===== config.mk =====
export PLATFORM = sky130hd
export DESIGN_NAME = core_mem_ctrl
export DESIGN_NICKNAME = d
export VERILOG_FILES = /design/src/rtl/core_pkg.sv /design/src/rtl/core_line_decoder.sv /design/src/rtl/core_phase_seq.sv /design/src/rtl/core_mem_ctrl.sv
export SDC_FILE = /design/constraint.sdc
export NUM_CORES = 1
export LEC_CHECK = 0
export BUFFER_PORTS_ARGS = -buffer_cell sky130_fd_sc_hd__buf_2
export CAP_MARGIN = 10
export CORE_AREA = 2 2 104 106
export CTS_BUF_LIST = sky130_fd_sc_hd__clkbuf_4 sky130_fd_sc_hd__clkbuf_8
export DETAILED_ROUTE_END_ITERATION = 8
export DIE_AREA = 0 0 106 108
export PLACE_DENSITY_LB_ADDON = 0.15
export SLEW_MARGIN = 25
export SYNTH_ARGS = -nofsm -noshare
export SYNTH_HDL_FRONTEND = slang
export SYNTH_SLANG_ARGS = --single-unit
export TNS_END_PERCENT = 30

===== constraint.sdc =====
create_clock -name clk -period 1.9 [get_ports clk]
set_input_delay 0.095 -clock clk [delete_from_list [all_inputs] [get_ports clk]]
set_output_delay 0.095 -clock clk [all_outputs]
set_load 0.02 [all_outputs]

===== src/rtl/core_pkg.sv =====
// Shared types and helpers for the core word memory controller.
// Assumes a 13-bit syllable and one odd-parity bit per word.
package core_pkg;
    localparam int SYL_W  = 13;
    localparam int WORD_W = SYL_W + 1;

    // Internal phases of one memory cycle
    typedef enum logic [2:0] {
        PH_IDLE  = 3'd0,
        PH_CLEAR = 3'd1,
        PH_LATCH = 3'd2,
        PH_SET   = 3'd3,
        PH_DONE  = 3'd4
    } phase_t;

    // Parity bit that makes the full word carry an odd number of ones
    function automatic logic odd_par(input logic [SYL_W-1:0] d);
        return ~(^d);
    endfunction
endpackage


===== src/rtl/core_line_decoder.sv =====
// Turns a binary line number into a one-hot select drive.
// All lines stay low while the enable is low.
module core_line_decoder #(
    parameter int SEL_W = 7
) (
    input  logic                   en,
    input  logic [SEL_W-1:0]       idx,
    output logic [(1<<SEL_W)-1:0]  lines
);
    localparam int N = 1 << SEL_W;

    // One comparator per line
    for (genvar g = 0; g < N; g++) begin : g_line
        assign lines[g] = en && (idx == SEL_W'(g));
    end
endmodule


===== src/rtl/core_phase_seq.sv =====
// Phase sequencer: IDLE -> CLEAR -> LATCH -> SET -> DONE -> IDLE.
// Each timed phase lasts its parameter in cycles (each at least 1).
// A start is only taken in IDLE, so a cycle always finishes its restore.
module core_phase_seq
    import core_pkg::*;
#(
    parameter int CLEAR_CYC = 2,
    parameter int LATCH_CYC = 1,
    parameter int SET_CYC   = 2
) (
    input  logic   clk,
    input  logic   rst_n,
    input  logic   start,
    output phase_t phase,
    output logic   last
);
    localparam int MAX_A = (CLEAR_CYC > LATCH_CYC) ? CLEAR_CYC : LATCH_CYC;
    localparam int MAX_D = (MAX_A > SET_CYC) ? MAX_A : SET_CYC;
    localparam int CW    = $clog2(MAX_D + 1);

    logic [CW-1:0] cnt;

    assign last = (cnt == '0);

    // Phase register and per-phase down-counter
    always_ff @(posedge clk) begin
        if (!rst_n) begin
            phase <= PH_IDLE;
            cnt   <= '0;
        end else begin
            unique case (phase)
                PH_IDLE: if (start) begin
                    phase <= PH_CLEAR;
                    cnt   <= CW'(CLEAR_CYC - 1);
                end
                PH_CLEAR: if (last) begin
                    phase <= PH_LATCH;
                    cnt   <= CW'(LATCH_CYC - 1);
                end else cnt <= cnt - 1'b1;
                PH_LATCH: if (last) begin
                    phase <= PH_SET;
                    cnt   <= CW'(SET_CYC - 1);
                end else cnt <= cnt - 1'b1;
                PH_SET: if (last) phase <= PH_DONE;
                        else cnt <= cnt - 1'b1;
                default: phase <= PH_IDLE;
            endcase
        end
    end

    // DONE always hands back to IDLE before another start is taken
    a_r9_done_to_idle: assert property (@(posedge clk) disable iff (!rst_n)
        (phase == PH_DONE) |=> (phase == PH_IDLE));
    // the clear phase is always followed by the latch phase
    a_r3_clear_then_latch: assert property (@(posedge clk) disable iff (!rst_n)
        (phase == PH_CLEAR && last) |=> (phase == PH_LATCH));
endmodule


===== src/rtl/core_mem_ctrl.sv =====
// Controller for a destructive-read word memory with odd parity.
// Captures a request when idle, clears the addressed word while gathering
// sense pulses, then rewrites either the sensed word (read) or the new word
// (write) via per-plane inhibit. ack pulses for one cycle at the end.
module core_mem_ctrl
    import core_pkg::*;
#(
    parameter int XW        = 7,
    parameter int YW        = 6,
    parameter int CLEAR_CYC = 2,
    parameter int LATCH_CYC = 1,
    parameter int SET_CYC   = 2
) (
    input  logic                 clk,
    input  logic                 rst_n,
    input  logic                 req,
    input  logic                 we,
    input  logic [XW+YW-1:0]     addr,
    input  logic [SYL_W-1:0]     wdata,
    output logic                 ack,
    output logic [SYL_W-1:0]     rdata,
    output logic                 perr,
    output logic [(1<<XW)-1:0]   x_sel,
    output logic [(1<<YW)-1:0]   y_sel,
    output logic                 clear_drv,
    output logic                 set_drv,
    output logic [WORD_W-1:0]    inhibit,
    input  logic [WORD_W-1:0]    sense
);
    localparam int AW = XW + YW;

    phase_t             phase;
    logic               last;
    logic               accept;
    logic               drive_on;
    logic               we_q;
    logic [AW-1:0]      addr_q;
    logic [SYL_W-1:0]   wdata_q;
    logic [WORD_W-1:0]  word_q;
    logic [WORD_W-1:0]  word_now;

    assign accept    = (phase == PH_IDLE) && req;
    assign clear_drv = (phase == PH_CLEAR);
    assign set_drv   = (phase == PH_SET);
    assign drive_on  = clear_drv || set_drv;
    assign ack       = (phase == PH_DONE);
    assign word_now  = word_q | sense;
    assign inhibit   = set_drv ? ~word_q : '0;

    core_phase_seq #(
        .CLEAR_CYC(CLEAR_CYC),
        .LATCH_CYC(LATCH_CYC),
        .SET_CYC  (SET_CYC)
    ) u_seq (
        .clk  (clk),
        .rst_n(rst_n),
        .start(accept),
        .phase(phase),
        .last (last)
    );

    core_line_decoder #(.SEL_W(XW)) u_xdec (
        .en(drive_on), .idx(addr_q[AW-1:YW]), .lines(x_sel)
    );

    core_line_decoder #(.SEL_W(YW)) u_ydec (
        .en(drive_on), .idx(addr_q[YW-1:0]), .lines(y_sel)
    );

    // Request capture at acceptance
    always_ff @(posedge clk) begin
        if (!rst_n) begin
            we_q    <= 1'b0;
            addr_q  <= '0;
            wdata_q <= '0;
        end else if (accept) begin
            we_q    <= we;
            addr_q  <= addr;
            wdata_q <= wdata;
        end
    end

    // Sense accumulation, then the word to be set (sensed or new)
    always_ff @(posedge clk) begin
        if (!rst_n) begin
            word_q <= '0;
        end else if (accept) begin
            word_q <= '0;
        end else if (phase == PH_CLEAR) begin
            word_q <= word_now;
        end else if (phase == PH_LATCH && last) begin
            word_q <= we_q ? {odd_par(wdata_q), wdata_q} : word_now;
        end else if (phase == PH_LATCH) begin
            word_q <= word_now;
        end
    end

    // Read result and parity check, updated only by reads
    always_ff @(posedge clk) begin
        if (!rst_n) begin
            rdata <= '0;
            perr  <= 1'b0;
        end else if (phase == PH_LATCH && last && !we_q) begin
            rdata <= word_now[SYL_W-1:0];
            perr  <= ~(^word_now);
        end
    end

    // exactly one X and one Y line while a strobe is active
    a_r2_one_line: assert property (@(posedge clk) disable iff (!rst_n)
        drive_on |-> ($onehot(x_sel) && $onehot(y_sel)));
    // no select line while no strobe is active
    a_r2_quiet_lines: assert property (@(posedge clk) disable iff (!rst_n)
        !drive_on |-> ($countones(x_sel) == 0 && $countones(y_sel) == 0));
    // clearing and setting never overlap
    a_r3_no_overlap: assert property (@(posedge clk) disable iff (!rst_n)
        !(clear_drv && set_drv));
    // ack is a single-cycle pulse
    a_r3_ack_pulse: assert property (@(posedge clk) disable iff (!rst_n)
        ack |=> !ack);
    // ack only ever follows a completed set (restore) phase
    a_r5_restore_before_ack: assert property (@(posedge clk) disable iff (!rst_n)
        ack |-> $past(set_drv));
    // a written word always carries an odd count of ones
    a_r7_odd_store: assert property (@(posedge clk) disable iff (!rst_n)
        (set_drv && we_q) |-> (^(~inhibit) == 1'b1));
    // a write leaves the read result untouched
    a_r10_write_keeps_rdata: assert property (@(posedge clk) disable iff (!rst_n)
        (ack && we_q) |-> ($stable(rdata) && $stable(perr)));
endmodule


### Yosys cells after proc, flatten, opt, wreduce, memory -nomap -nowiden

Cells that the tools add are included.

* add/subtract/negate cells: 1
* eq/ne operators: 199
* muxes and demuxes: 15
* bitwise gates (word level): 5
* reduce and logical (&&, ||, !) cells: 208

Operators with widths (number)
* 7-bit equality test, second input constant: 64
* 7-bit by 6-bit equality test with 1-bit output, second input constant: 32
* 1-bit logical AND: 195
* 6-bit equality test, second input constant: 32
* 7-bit by 5-bit equality test with 1-bit output, second input constant: 16
* 6-bit by 5-bit equality test with 1-bit output, second input constant: 16
* 14-bit two-way mux: 5
* 7-bit by 4-bit equality test with 1-bit output, second input constant: 8
* 6-bit by 4-bit equality test with 1-bit output, second input constant: 8
* 7-bit by 3-bit equality test with 1-bit output, second input constant: 4
* 6-bit by 3-bit equality test with 1-bit output, second input constant: 4
* 7-bit by 2-bit equality test with 1-bit output, second input constant: 2
* 14-bit NOT: 1
* 14-bit bitwise OR: 1
* 14-bit parity: 1
* 13-bit parity: 1
* 6-bit by 2-bit equality test with 1-bit output, second input constant: 2
* 3-bit two-way mux: 4
* 3-bit case mux with 4 select lines: 1
* 2-bit two-way mux: 4
* 2-bit case mux with 4 select lines: 1
* 7-bit by 1-bit equality test with 1-bit output, second input constant: 1
* 7-bit logical NOT: 1
* 3-bit by 2-bit equality test with 1-bit output, second input constant: 2
* 17 further kinds: 22

* register bits after elaboration: 60
* input port bits: 44
* word-level logic and storage cells: 436

### Longest topological paths before layout

Gate-level depths: netlist (run 1).

* depth after elaboration: 5
* gate-level depth with buffers: 8
* mapped depth without buffers: 8

### Modules after synthesis

A second synthesis (run 1) with hierarchy kept.

* cell total of the unflattened synthesis: 629
* area, all modules: 4480.5 µm²

By module, submodules not included
* core_mem_ctrl: times used 1, cells an instance 303, area an instance 2607.5 µm², sequential area each 1101.1 µm²
* core_line_decoder at u_xdec: times used 1, cells an instance 198, area an instance 1099.8 µm², sequential area each 0.0 µm²
* core_line_decoder at u_ydec: times used 1, cells an instance 93, area an instance 469.2 µm², sequential area each 0.0 µm²
* core_phase_seq: times used 1, cells an instance 35, area an instance 304.0 µm², sequential area each 100.1 µm²

### Least setup slack after synthesis (run 1)

Ideal clock, no wire load.

* kind: register -> output
* start point: register u_seq.phase[2]
* end point: output y_sel[10]
* arrival: 1.598 ns
* required time: 1.805 ns
* path slack: 0.207 ns
* cell stages (with the launch flop): 7
* buffers on the path: 3
* cells stage by stage: dfxtp_1 -> buf_6 -> nand2b_1 -> or3_1 -> clkbuf_1 -> clkbuf_1 -> nor2_1

* longest elaborated chain between the ends: 3
* elaborated cells on any way between the ends: 4

Ends and longest elaborated chain
* from (decl): line core_phase_seq.sv:14 `output phase_t phase,`
* from (signal assigned): line core_phase_seq.sv:28 `phase <= PH_IDLE;`
* from (signal assigned): line core_phase_seq.sv:33 `phase <= PH_CLEAR;`
* from (signal assigned): line core_phase_seq.sv:37 `phase <= PH_LATCH;`
* 3-bit by 1-bit equality test with 1-bit output / 3-bit by 2-bit equality test with 1-bit output (equally long branches): line core_mem_ctrl.sv:43, core_mem_ctrl.sv:44
* 1-bit logical OR (*): line core_mem_ctrl.sv:45 `assign drive_on = clear_drv || set_drv;`
* 1-bit logical AND (*): line core_line_decoder.sv:14 `assign lines[g] = en && (idx == SEL_W'(g));`
* to (decl): line core_mem_ctrl.sv:24 `output logic [(1<<YW)-1:0] y_sel,`

Mark *: on every way between the ends. The rest lies on a longest branch, timed or not.

### Final worst setup path (run 1)

* start point: register addr_q[8]
* end point: output x_sel[22]

* longest elaborated chain between the ends: 2

Ends and longest elaborated chain
* from (decl): line core_mem_ctrl.sv:37 `logic [AW-1:0] addr_q;`
* from (signal assigned): line core_mem_ctrl.sv:78 `addr_q <= addr;`
* 7-bit by 5-bit equality test with 1-bit output: line core_line_decoder.sv:14
* 1-bit logical AND: line core_line_decoder.sv:14
* to (decl): line core_mem_ctrl.sv:23 `output logic [(1<<XW)-1:0] x_sel,`

Every way passes these cells.

==> parameters.txt, run 1 <==
Parameter                              Value

Status
  Status    completed

Pwr
  Peak supply drop    0.000482 V
  Leakage power summed over all cells    3.07 nW
  Power density over the cells    775 nW/um2

Worst setup path
  Worst setup path startpoint    addr_q[8]$_SDFFE_PN0P_
  Crit path capture type    output pin
  Critical path peak fanout    8
  Critical path data arrival time    1.74 ns
  Count of cells along the worst register-to-register path    6
  End of the critical path    x_sel[22]
  Cell with the largest stage delay on the worst path    sky130_fd_sc_hd__dfxtp_1
  Peak per-stage delay on the critical path    0.58 ns
  R2r endpoint    perr$_SDFFE_PN0P_
  CP Buf/Inv Count    1
  Crit path cell chain    nor2b_4 > nand2_2 > nor2_1 > buf_2
  Reg2Reg Setup Slack    approximately 0.18 ns
  Start-to-end type of the worst setup path    reg -> out
  Critical path depth    4
  Start of the worst register-to-register path    word_q[11]$_SDFFE_PP0P_
  Startpoint types    register
  Data required time of the worst path    1.80 ns
  Kind of cell adding the most delay to the critical path    simple AND/OR/NAND/NOR gates

Clock tree
  Clock root buffer    sky130_fd_sc_hd__clkbuf_8
  Clock sink count    60
  Clock buffers created by TritonCTS    9
  CTS tree    built
  Later-pin clock latency in the skew report    0.34 ns
  Clock-pin slew reported for the worst setup and hold paths after clock tree synthesis    0.07 ns
  Clock Tree Buf Depth    2
  H-tree depth    3

Layout
  Filler cells    a little over 1000
  Post-route cell area    5780 um2
  Final #Nets    roughly 920
  Post-layout instance count excluding filler cells    between 1000 and 1500
  Relative area change from synthesis to final layout    49.3%
  Antenna Diode Count    0
  Layout cells sized above 1    0.386

Yosys
  Main combinational cell family by area after synthesis    simple AND/OR/NAND/NOR gates
  Syn Inst Count    610
  Share of synthesized area occupied by flip-flops and latches    0.310
  Post-synth top flop    sky130_fd_sc_hd__dfxtp_1
  Synthesized area    3870 um2
  Number of storage elements in the synthesis netlist    60
  Xor and xnor area share after synthesis    0.0656
  Multiplexer share of the synthesized area    0.00258
  YS warnings    0
  Synth cell types    39
  Post-Synth Adder-Cell Area    0.00969
  Share of flip-flops with an asynchronous set or reset after synthesis    0
  Count of flip-flops with a built-in enable after synthesis    0
  Mean Syn Cell Area    about 6.4 um2
  Share of the synthesized area in compound gates (AO/OA/AOI/OAI)    0.155
  Net Count, Synth    ~660
  Area fraction in and, or, nand and nor cells after synthesis    0.398

Placement
  Dpl ws    about 0.09 ns
  HPWL after detailed placement    11300 um
  Placed instance count    988
  Weighted congestion at the end of routability-driven global placement    0.869
  Number of port buffers    266
  Cell area after placement    5330 um2

Floorplan
  Die Span Y    ~110 um
  Total die area    11400 um2
  Starting density of the core    0.379
  Floorplan row count    37
  X dimension of the die    roughly 110 um
  Core Area    10200 um2
  IO Count    267

STA
  Setup tns final    0 ns
  Hold Violations, Final    0
  Worst Max-Slew Pin Slew    0.646 ns
  Setup repair after global routing missed its margin    yes
  Worst-case headroom to the max-slew limit    0.568
  Time the final worst path needs with I/O delays and setup    1.84 ns
  Total of endpoints with negative setup slack in the final report    0
  Post-Route Hold Slack    0.00630 ns
  Ratio of final minimum period to clock period    0.967
  Upper clock frequency limit    544 MHz
  Final worst slack    approximately 0.062 ns
  Max Slew Vio Count    0
  Setup skew after layout    0.0116 ns

Global routing
  Largest net degree at the start of global routing    30
  Wire length of the first global-routing pass    21800 um
  Antenna violations before repair    0
  Number of global-route vias before repair    4506
  Sum of overflow across all layers after global routing    0
  Total track usage    0.234

Min path
  Type of the worst min-delay path    in -> reg

Detailed routing
  Via Count    4965
  Total length of routed met3 wires    878 um
  Pre-Repair DR Iteration Count    4
  Routed len/inst    14.3 um
  Detail Route Antenna Nets    0
  Total detailed-routing wirelength    about 15000 um
  Detailed-routed wire length on met2    7380 um
  DRC Markers    0
  Max layer used    met4
  Routed metal-1 wire length    6160 um
  Via/cell ratio    4.89
  DRC violation total after the first TritonRoute iteration    333

Run
  Maxcap violations    0
final cells by class:
cell class | instances | area [um2] | share of cell area
tap | 136 | 170 | 0.0294
clock buffer | 9 | 124 | 0.0214
inverter | 17 | 63.8 | 0.0110
clock inverter | 7 | 76.3 | 0.0132
sequential | 60 | 1200 | 0.208
multi-input combinational | 495 | 2590 | 0.447
timing repair buffer | 291 | 1560 | 0.270
worst reg2reg max path: cells and delay by family, from the launching register on:
family	cells	cell delay, ns
mux	1	0.14
simple gates	2	0.24
xor+xnor	3	0.89
flops	1	0.34
report_power, final:
group | switching [mW] | internal (mW)
clock network | 0.546 | 0.611
registers | 0.203 | 1.45
logic | 0.994 | 0.683
worst min path at each step:
stage | from | to | slack, ns | cells after the start
global placement | addr[1] | addr_q[1]$_SDFFE_PN0P_ | 0.35 | 3
floorplan | addr[3] | addr_q[3]$_SDFFE_PN0P_ | 0.23 | 2
CTS | wdata[11] | wdata_q[11]$_SDFFE_PN0P_ | 0.0002 | 3
detailed placement | addr[1] | addr_q[1]$_SDFFE_PN0P_ | 0.35 | 3
finish | wdata[0] | wdata_q[0]$_SDFFE_PN0P_ | 0.006 | 3
global route | wdata[11] | wdata_q[11]$_SDFFE_PN0P_ | 0.02 | 3
through the flow:
step                      utilization  total power [mW]
after floorplan                     -              2.80
final                           0.565              4.48
after CTS                       0.552              4.45
after global placement          0.521              3.21
after detailed placement        0.521              3.26
after global routing            0.565              4.75
repair_timing:
action	CTS	global route
hold buffers	8	0
resized for setup	11	33
endpoints found under the hold margin	8	0
setup buffers	0	3
endpoints found under the setup margin	93	174
gates cloned	0	0
pin swaps	0	0
state kept, by name (all words and copies together), names as in the netlist:
| name | flops |
|---|---|
| rdata | 13 |
| addr_q | 13 |
| we_q | 1 |
| perr | 1 |
| u_seq.phase | 3 |
| wdata_q | 13 |
| u_seq.cnt | 2 |
| word_q | 14 |
placed cells by master, fill, tap and decap left out, types with 15 or more instances in the layout:
cell type                  instances
sky130_fd_sc_hd__buf_2           263
sky130_fd_sc_hd__xnor2_1          19
sky130_fd_sc_hd__a21oi_1          15
sky130_fd_sc_hd__nand2_1          88
sky130_fd_sc_hd__dfxtp_1          59
sky130_fd_sc_hd__nor2_1          227
sky130_fd_sc_hd__a21boi_0         24
sky130_fd_sc_hd__o21ai_0          32
sky130_fd_sc_hd__inv_1            17
sky130_fd_sc_hd__buf_4            19
cells in the mapped netlist, drive strengths merged, types with 3 or more instances:
master	number	share of area
nor3	3	0.0039
nand3	13	0.017
inv	17	0.016
o21ai	32	0.041
ha	3	0.0097
nor2b	7	0.011
clkbuf	29	0.029
nand2	101	0.098
a21boi	27	0.052
a21oi	15	0.019
nand3b	3	0.0058
nor2	234	0.23
dfxtp	60	0.31
buf	9	0.014
xor2	3	0.0068
o211a	14	0.036
xnor2	20	0.047
cell families after synthesis:
family,Yosys count
adders and majority gates,3
DFF,60
AOI/OAI and AO/OA,91
muxes,1
buffers and inverters,55
and+or+nand+nor,375
xor gates and xnor gates,25
per-layer routing:
metal,global-route usage,vias up
met2,0.412,179
li1,-,2470
met3,0.0398,10
met5,0,-
met4,0.0573,0
met1,0.299,2306
Power figures use the tool's default switching activity.
==> run 2: changes to the inputs <==
--- a/config.mk
+++ b/config.mk
@@ -7,13 +7,14 @@
 export LEC_CHECK = 0
 export BUFFER_PORTS_ARGS = -buffer_cell sky130_fd_sc_hd__buf_2
 export CAP_MARGIN = 10
-export CORE_AREA = 2 2 104 106
+export CORE_AREA = 2 2 103 105
 export CTS_BUF_LIST = sky130_fd_sc_hd__clkbuf_4 sky130_fd_sc_hd__clkbuf_8
 export DETAILED_ROUTE_END_ITERATION = 8
-export DIE_AREA = 0 0 106 108
+export DIE_AREA = 0 0 105 107
 export PLACE_DENSITY_LB_ADDON = 0.15
 export SLEW_MARGIN = 25
 export SYNTH_ARGS = -nofsm -noshare
 export SYNTH_HDL_FRONTEND = slang
+export SYNTH_HIERARCHICAL = 1
 export SYNTH_SLANG_ARGS = --single-unit
 export TNS_END_PERCENT = 30
==> parameters.txt, run 2 <==
Parameter                              Value

Status
  Status    finished, violations left
  Violations in the final reports    negative setup slack

Floorplan
  Core Area    10100 um2 (-1.4%)
  Starting density of the core    0.444 (+0.0653)
  Die Span Y    107 um (-0.93%)
  Floorplan row count    37 (unchanged)
  Total die area    11200 um2 (-1.9%)
  X dimension of the die    105 um (-0.94%)
  IO Count    267 (unchanged)

Yosys
  Synth cell types    57 (+46%)
  Share of synthesized area occupied by flip-flops and latches    0.268 (-0.0420)
  Multiplexer share of the synthesized area    0.00251 (-0.0000707)
  Largest cells by area after synthesis    sky130_fd_sc_hd__dfxtp_1, sky130_fd_sc_hd__nor2_1, sky130_fd_sc_hd__nand2_1, sky130_fd_sc_hd__a21boi_2, sky130_fd_sc_hd__nand4bb_1
  Xor and xnor area share after synthesis    0.0550 (-0.0106)
  Share of flip-flops with an asynchronous set or reset after synthesis    0 (unchanged)
  Most common cell in the synthesized netlist    sky130_fd_sc_hd__nor2_1
  Synthesized area    4480 um2 (+16%)
  Main combinational cell family by area after synthesis    simple AND/OR/NAND/NOR gates
  Post-Synth Adder-Cell Area    0.00838 (-0.00131)
  Post-synth top flop    sky130_fd_sc_hd__dfxtp_1
  Share of the synthesized area in compound gates (AO/OA/AOI/OAI)    0.152 (-0.00345)
  List of most frequent post-synthesis cells    sky130_fd_sc_hd__nor2_1, sky130_fd_sc_hd__nand2_1, sky130_fd_sc_hd__dfxtp_1
  Net Count, Synth    676 (+2.9%)
  Area share of the largest cell type after synthesis    0.268 (-0.0420)
  Area fraction in and, or, nand and nor cells after synthesis    0.436 (+0.0383)
  Number of storage elements in the synthesis netlist    60 (unchanged)
  Syn Inst Count    629 (+3.1%)
  Yosys top cell by area    sky130_fd_sc_hd__dfxtp_1
  YS warnings    6 (+6)
  Mean Syn Cell Area    7.12 um2 (+12%)
  Count of flip-flops with a built-in enable after synthesis    0 (unchanged)

STA
  Worst Max-Slew Pin Slew    0.423 ns (-0.223 ns)
  Ratio of final minimum period to clock period    1.04 (+0.0762)
  Setup skew after layout    0.00683 ns (-0.00477 ns)
  Final worst slack    -0.0828 ns (-0.145 ns)
  Total of endpoints with negative setup slack in the final report    33 (+33)
  Time the final worst path needs with I/O delays and setup    1.98 ns (+0.145 ns)
  Hold Violations, Final    0 (unchanged)
  Upper clock frequency limit    504 MHz (-7.3%)
  Setup tns final    -0.773 ns (-0.773 ns)
  Max Slew Vio Count    0 (unchanged)
  Worst-case headroom to the max-slew limit    0.717 (+0.149)
  Setup repair after global routing missed its margin    yes

Detailed routing
  DRC violation total after the first TritonRoute iteration    445 (+34%)
  Routed len/inst    15.3 um (+7.1%)
  Via/cell ratio    5.29 (+8.1%)
  Detail Route Antenna Nets    0 (unchanged)
  Pre-Repair DR Iteration Count    5 (+1)
  Total detailed-routing wirelength    16100 um (+11%)
  Via Count    5560 (+12%)
  DRC Markers    0 (unchanged)

Min path
  Type of the worst min-delay path    in -> reg

Layout
  Relative area change from synthesis to final layout    51.0%
  Commonest non-fill, non-tap cell in the layout    sky130_fd_sc_hd__buf_2
  Register with the most flip-flops    word_q
  Layout cells sized above 1    0.436 (+0.0504)
  Final #Nets    957 (+3.9%)
  Most frequent cells in the layout    sky130_fd_sc_hd__buf_2, sky130_fd_sc_hd__nor2_1, sky130_fd_sc_hd__nand2_1, sky130_fd_sc_hd__buf_4, sky130_fd_sc_hd__dfxtp_1
  Flip-flop count of the largest register, all copies and words added    14 (unchanged)
  Filler cells    949 (-7.2%)
  Antenna Diode Count    0 (unchanged)
  Post-route cell area    6770 um2 (+17%)

Pwr
  Leakage power summed over all cells    3.18 nW (+3.5%)
  Peak supply drop    0.000685 V (+42%)
  Power density over the cells    944 nW/um2 (+22%)

Worst setup path
  Data required time of the worst path    1.80 ns (about the same)
  Startpoint types    register
  Critical path peak fanout    16 (+8)
  Start-to-end type of the worst setup path    reg -> out
  Critical path data arrival time    1.89 ns (+0.15 ns)
  Crit path capture type    output pin

Global routing
  Largest net degree at the start of global routing    29 (-3.3%)
  Sum of overflow across all layers after global routing    0 (unchanged)
  Wire length of the first global-routing pass    24300 um (+12%)
  Total track usage    0.266 (+0.0320)
  Number of global-route vias before repair    4807 (+6.7%)
  Antenna violations before repair    0 (unchanged)

Clock tree
  Clock sink count    60 (unchanged)
  Clock Tree Buf Depth    2 (unchanged)
  CTS tree    built
  H-tree depth    3 (unchanged)
  Clock-pin slew reported for the worst setup and hold paths after clock tree synthesis    0.07 ns (about the same)
  Later-pin clock latency in the skew report    0.34 ns (about the same)
  Clock buffers created by TritonCTS    9 (unchanged)
  Clock root buffer    sky130_fd_sc_hd__clkbuf_8

Placement
  Weighted congestion at the end of routability-driven global placement    0.905 (+4.1%)
  HPWL after detailed placement    12000 um (+6.5%)
  Number of port buffers    266 (unchanged)
  Cell area after placement    6000 um2 (+13%)

Run
  Maxcap violations    0 (unchanged)
==> run 2: layer usage <==
metal	vias up	routed length (um)	global-route usage
met1	2606	6430	0.315
met2	250	8310	0.483
met3	27	1080	0.0529
li1	2677	-	-
met4	0	297	0.0819
met5	-	0	0
==> run 2: layout make-up <==
cell class | instances | area, um2 | share of cell area
multi-input cells | 499 | 3090 | 0.456
repair buffers | 321 | 2010 | 0.298
flip-flops and latches | 60 | 1210 | 0.180
well taps | 136 | 170 | 0.0252
clock buffers | 10 | 138 | 0.0203
inverters | 19 | 78.8 | 0.0117
clock inverters | 6 | 63.8 | 0.00943
==> run 2: logic make-up (layout without fill, tap and decap cells) <==
group / count (synthesis) / after routing
buffers and inverters: 71 / 356
AND/OR/NAND/NOR: 378 / 379
XOR/XNOR: 25 / 25
flip-flops: 60 / 60
multiplexers: 1 / 1
AO/OA/AOI/OAI: 91 / 91
adder cells (fa/ha/maj): 3 / 3
==> run 2: power by group <==
part	internal (mW)	switching [mW]
registers	1.60	0.393
logic	1.42	1.83
clock network	0.638	0.518
total	3.65	2.74
==> run 2: timing repair <==
| item | CTS | global route |
|---|---|---|
| hold buffers | 21 | 0 |
| setup endpoints to repair | 129 | 96 |
| hold endpoints to repair | 21 | 0 |
| gates resized for setup | 67 | 39 |
| buffers inserted | 3 | 1 |
| pin swaps | 1 | 1 |
| gates cloned | 1 | 1 |
==> run 2: final timing paths <==
| kind | startpoint | end | slack (ns) | cells past startpoint |
|---|---|---|---|---|
| max | u_seq/phase[2]$_SDFFE_PN0P_ | x_sel[12] | -0.08 | 5 |
| max reg2reg | u_seq/cnt[0]$_SDFFE_PN0P_ | word_q[9]$_SDFFE_PP0P_ | 0.20 | 7 |
| min | addr[12] | addr_q[12]$_SDFFE_PN0P_ | 0.02 | 3 |
| min reg2reg | word_q[10]$_SDFFE_PP0P_ | word_q[10]$_SDFFE_PP0P_ | 0.47 | 2 |
==> run 2: worst max-delay path: stages, from the launching register on <==
cell                      delay (ns)
sky130_fd_sc_hd__dfxtp_2        0.33
sky130_fd_sc_hd__and2b_2        0.24
sky130_fd_sc_hd__or4b_4         0.48
sky130_fd_sc_hd__buf_12         0.18
sky130_fd_sc_hd__nor3_4         0.19
sky130_fd_sc_hd__buf_6          0.14
==> run 2: per-stage QoR <==
stage	worst slack, ns	hold WS (ns)	utilization	instances	power [mW]
floorplan	-0.117	0.227	-	629	4.29
global placement	0.164	0.345	0.595	1008	4.93
detailed placement	0.0502	0.348	0.595	1008	5.03
CTS	-0.112	0.00204	0.656	1049	6.34
global route	-0.159	0.0200	0.670	1051	6.82
finish	-0.0828	0.0203	0.670	1051	6.39
==> run 3: changes to the inputs <==
--- a/config.mk
+++ b/config.mk
@@ -11,6 +11,7 @@
 export CTS_BUF_LIST = sky130_fd_sc_hd__clkbuf_4 sky130_fd_sc_hd__clkbuf_8
 export DETAILED_ROUTE_END_ITERATION = 8
 export DIE_AREA = 0 0 105 107
+export HOLD_SLACK_MARGIN = 0.08
 export PLACE_DENSITY_LB_ADDON = 0.15
 export SLEW_MARGIN = 25
 export SYNTH_ARGS = -nofsm -noshare
==> parameters.txt, run 3 (synthesis results as in run 2) <==
Parameter                              Value

STA
  Post-Route Hold Slack    0.0952 ns (+0.0750 ns)
  Final worst slack    -0.0868 ns (-0.00400 ns)
  Hold Violations, Final    0 (unchanged)
  Worst Max-Slew Pin Slew    0.434 ns (+0.0105 ns)
  Max Slew Vio Count    0 (unchanged)
  Time the final worst path needs with I/O delays and setup    1.99 ns (+0.00400 ns)
  Ratio of final minimum period to clock period    1.05 (+0.00211)
  Total of endpoints with negative setup slack in the final report    34 (+3.0%)
  Worst-case headroom to the max-slew limit    0.710 (-0.00701)
  Setup skew after layout    0.00620 ns (-0.000625 ns)
  Upper clock frequency limit    503 MHz (-0.20%)
  Setup repair after global routing missed its margin    yes

Layout
  Commonest non-fill, non-tap cell in the layout    sky130_fd_sc_hd__buf_2
  Filler cells    932 (-1.8%)
  Storage element area    1210 um2 (unchanged)
  Antenna Diode Count    0 (unchanged)
  Relative area change from synthesis to final layout    52.9%
  Area of the multi-input gates    3090 um2 (unchanged)
  Final #Nets    966 (+0.94%)
  Flip-flop count of the largest register, all copies and words added    14 (unchanged)
  End-of-flow core utilization    0.679 (+0.00868)
  Layout cells sized above 1    0.433 (-0.00317)
  Most frequent cells in the layout    sky130_fd_sc_hd__buf_2, sky130_fd_sc_hd__nor2_1, sky130_fd_sc_hd__nand2_1, sky130_fd_sc_hd__buf_4, sky130_fd_sc_hd__dfxtp_1
  Register with the most flip-flops    word_q

Min path
  Type of the worst min-delay path    in -> reg
  Hold path start    sense[2]
  Capture endpoint of the worst hold path    word_q[2]$_SDFFE_PP0P_
  Number of cells on the worst hold path    3 (unchanged)

Pwr
  Power density over the cells    936 nW/um2 (-0.87%)
  Leakage power summed over all cells    3.22 nW (+1.2%)
  Peak supply drop    0.000690 V (+0.70%)

Global routing
  Number of global-route vias before repair    4841 (+0.71%)
  Largest net degree at the start of global routing    29 (unchanged)
  Antenna violations before repair    0 (unchanged)
  Total track usage    0.268 (+0.00246)
  Wire length of the first global-routing pass    24500 um (+0.88%)
  Sum of overflow across all layers after global routing    0 (unchanged)

Worst setup path
  Startpoint types    register
  Crit path cell chain    and2b_2 > or4b_4 > buf_12 > nor3_4 > buf_6
  Reg2Reg Setup Slack    0.20 ns (about the same)
  Crit path capture type    output pin
  Count of cells along the worst register-to-register path    7 (unchanged)
  Critical path data arrival time    1.89 ns (about the same)
  Peak per-stage delay on the critical path    0.48 ns (about the same)
  Start of the worst register-to-register path    u_seq/cnt[0]$_SDFFE_PN0P_
  Critical path peak fanout    16 (unchanged)
  Data required time of the worst path    1.80 ns (about the same)
  Cell with the largest stage delay on the worst path    sky130_fd_sc_hd__or4b_4
  R2r endpoint    word_q[7]$_SDFFE_PP0P_
  Start-to-end type of the worst setup path    reg -> out

Detailed routing
  Total detailed-routing wirelength    16300 um (+1.0%)
  DRC Markers    0 (unchanged)
  Via Count    5584 (+0.43%)
  Detail Route Antenna Nets    0 (unchanged)
  Via/cell ratio    5.27 (-0.42%)
  DRC violation total after the first TritonRoute iteration    378 (-15%)
  Routed len/inst    15.4 um (+0.19%)
  Pre-Repair DR Iteration Count    5 (unchanged)

Floorplan
  Core Area    10100 um2 (unchanged)
  IO Count    267 (unchanged)
  Starting density of the core    0.444 (unchanged)
  Total die area    11200 um2 (unchanged)
  X dimension of the die    105 um (unchanged)
  Die Span Y    107 um (unchanged)
  Floorplan row count    37 (unchanged)

Status
  Violations in the final reports    negative setup slack
  Status    finished, violations left

Clock tree
  Clock root buffer    sky130_fd_sc_hd__clkbuf_8
  Clock Tree Buf Depth    2 (unchanged)
  H-tree depth    3 (unchanged)
  Clock buffers created by TritonCTS    9 (unchanged)
  Clock sink count    60 (unchanged)
  Later-pin clock latency in the skew report    0.34 ns (about the same)
  Clock-pin slew reported for the worst setup and hold paths after clock tree synthesis    0.07 ns (about the same)
  CTS tree    built

Placement
  Weighted congestion at the end of routability-driven global placement    0.905 (unchanged)
  Number of port buffers    266 (unchanged)
  HPWL after detailed placement    12000 um (unchanged)

Run
  Maxcap violations    0 (unchanged)
run 3: worst max-delay path, delay by kind of cell (launching register included):
| family | cells | cell delay (ns) |
|---|---|---|
| DFF | 1 | 0.33 |
| and+or+nand+nor | 3 | 0.91 |
| buffers and inverters | 2 | 0.32 |
run 3: layout make-up:
class,instances,share of cell area
Sequential cell,60,0.177
Inverter,19,0.0115
Multi-Input combinational cell,499,0.450
Tap cell,136,0.0248
Timing Repair Buffer,330,0.307
Clock buffer,10,0.0201
Clock inverter,6,0.00931
run 3: through the flow:
stage,instance area [um2],worst slack [ns],power [mW],setup TNS [ns],cells
after floorplan,4530,-0.117,4.29,-2.17,629
after global placement,6000,0.164,4.93,0,1008
after detailed placement,6000,0.0502,5.03,0,1008
after CTS,6700,-0.112,6.35,-1.17,1057
after global routing,6850,-0.159,6.84,-4.30,1060
final,6850,-0.0868,6.42,-0.975,1060
run 3: worst max-delay path by stage:
stage               slack, ns                   startpoint        end
global route            -0.16  u_seq/phase[2]$_SDFFE_PN0P_  x_sel[12]
detailed placement       0.05  u_seq/phase[2]$_SDFFE_PN0P_   y_sel[8]
global placement         0.16  u_seq/phase[2]$_SDFFE_PN0P_  y_sel[14]
CTS                     -0.11  u_seq/phase[2]$_SDFFE_PN0P_  x_sel[12]
floorplan               -0.12  u_seq/phase[0]$_SDFFE_PN0P_  x_sel[88]
finish                  -0.09  u_seq/phase[2]$_SDFFE_PN0P_  x_sel[12]
run 3: repair_timing:
| action | in CTS | in global routing |
|---|---|---|
| endpoints found under the setup margin | 129 | 99 |
| gates resized for setup | 67 | 39 |
| buffers inserted | 3 | 2 |
| cloned | 1 | 1 |
| pin swaps | 1 | 1 |
| hold endpoints to repair | 29 | 0 |
| hold buffers | 29 | 0 |
run 3: metal layers:
metal	track usage	up-vias	wire length, um
met5	0	-	0
met4	0.0819	0	278
met3	0.0523	28	976
met2	0.491	222	8440
met1	0.316	2632	6590
li1	-	2702	-
run 3: report_power, final:
group / leakage [nW] / internal, mW / switching (mW)
Combinational: 2.62 / 1.43 / 1.84
Sequential: 0.495 / 1.60 / 0.393
Clock: 0.0983 / 0.638 / 0.522
Total: 3.22 / 3.66 / 2.75
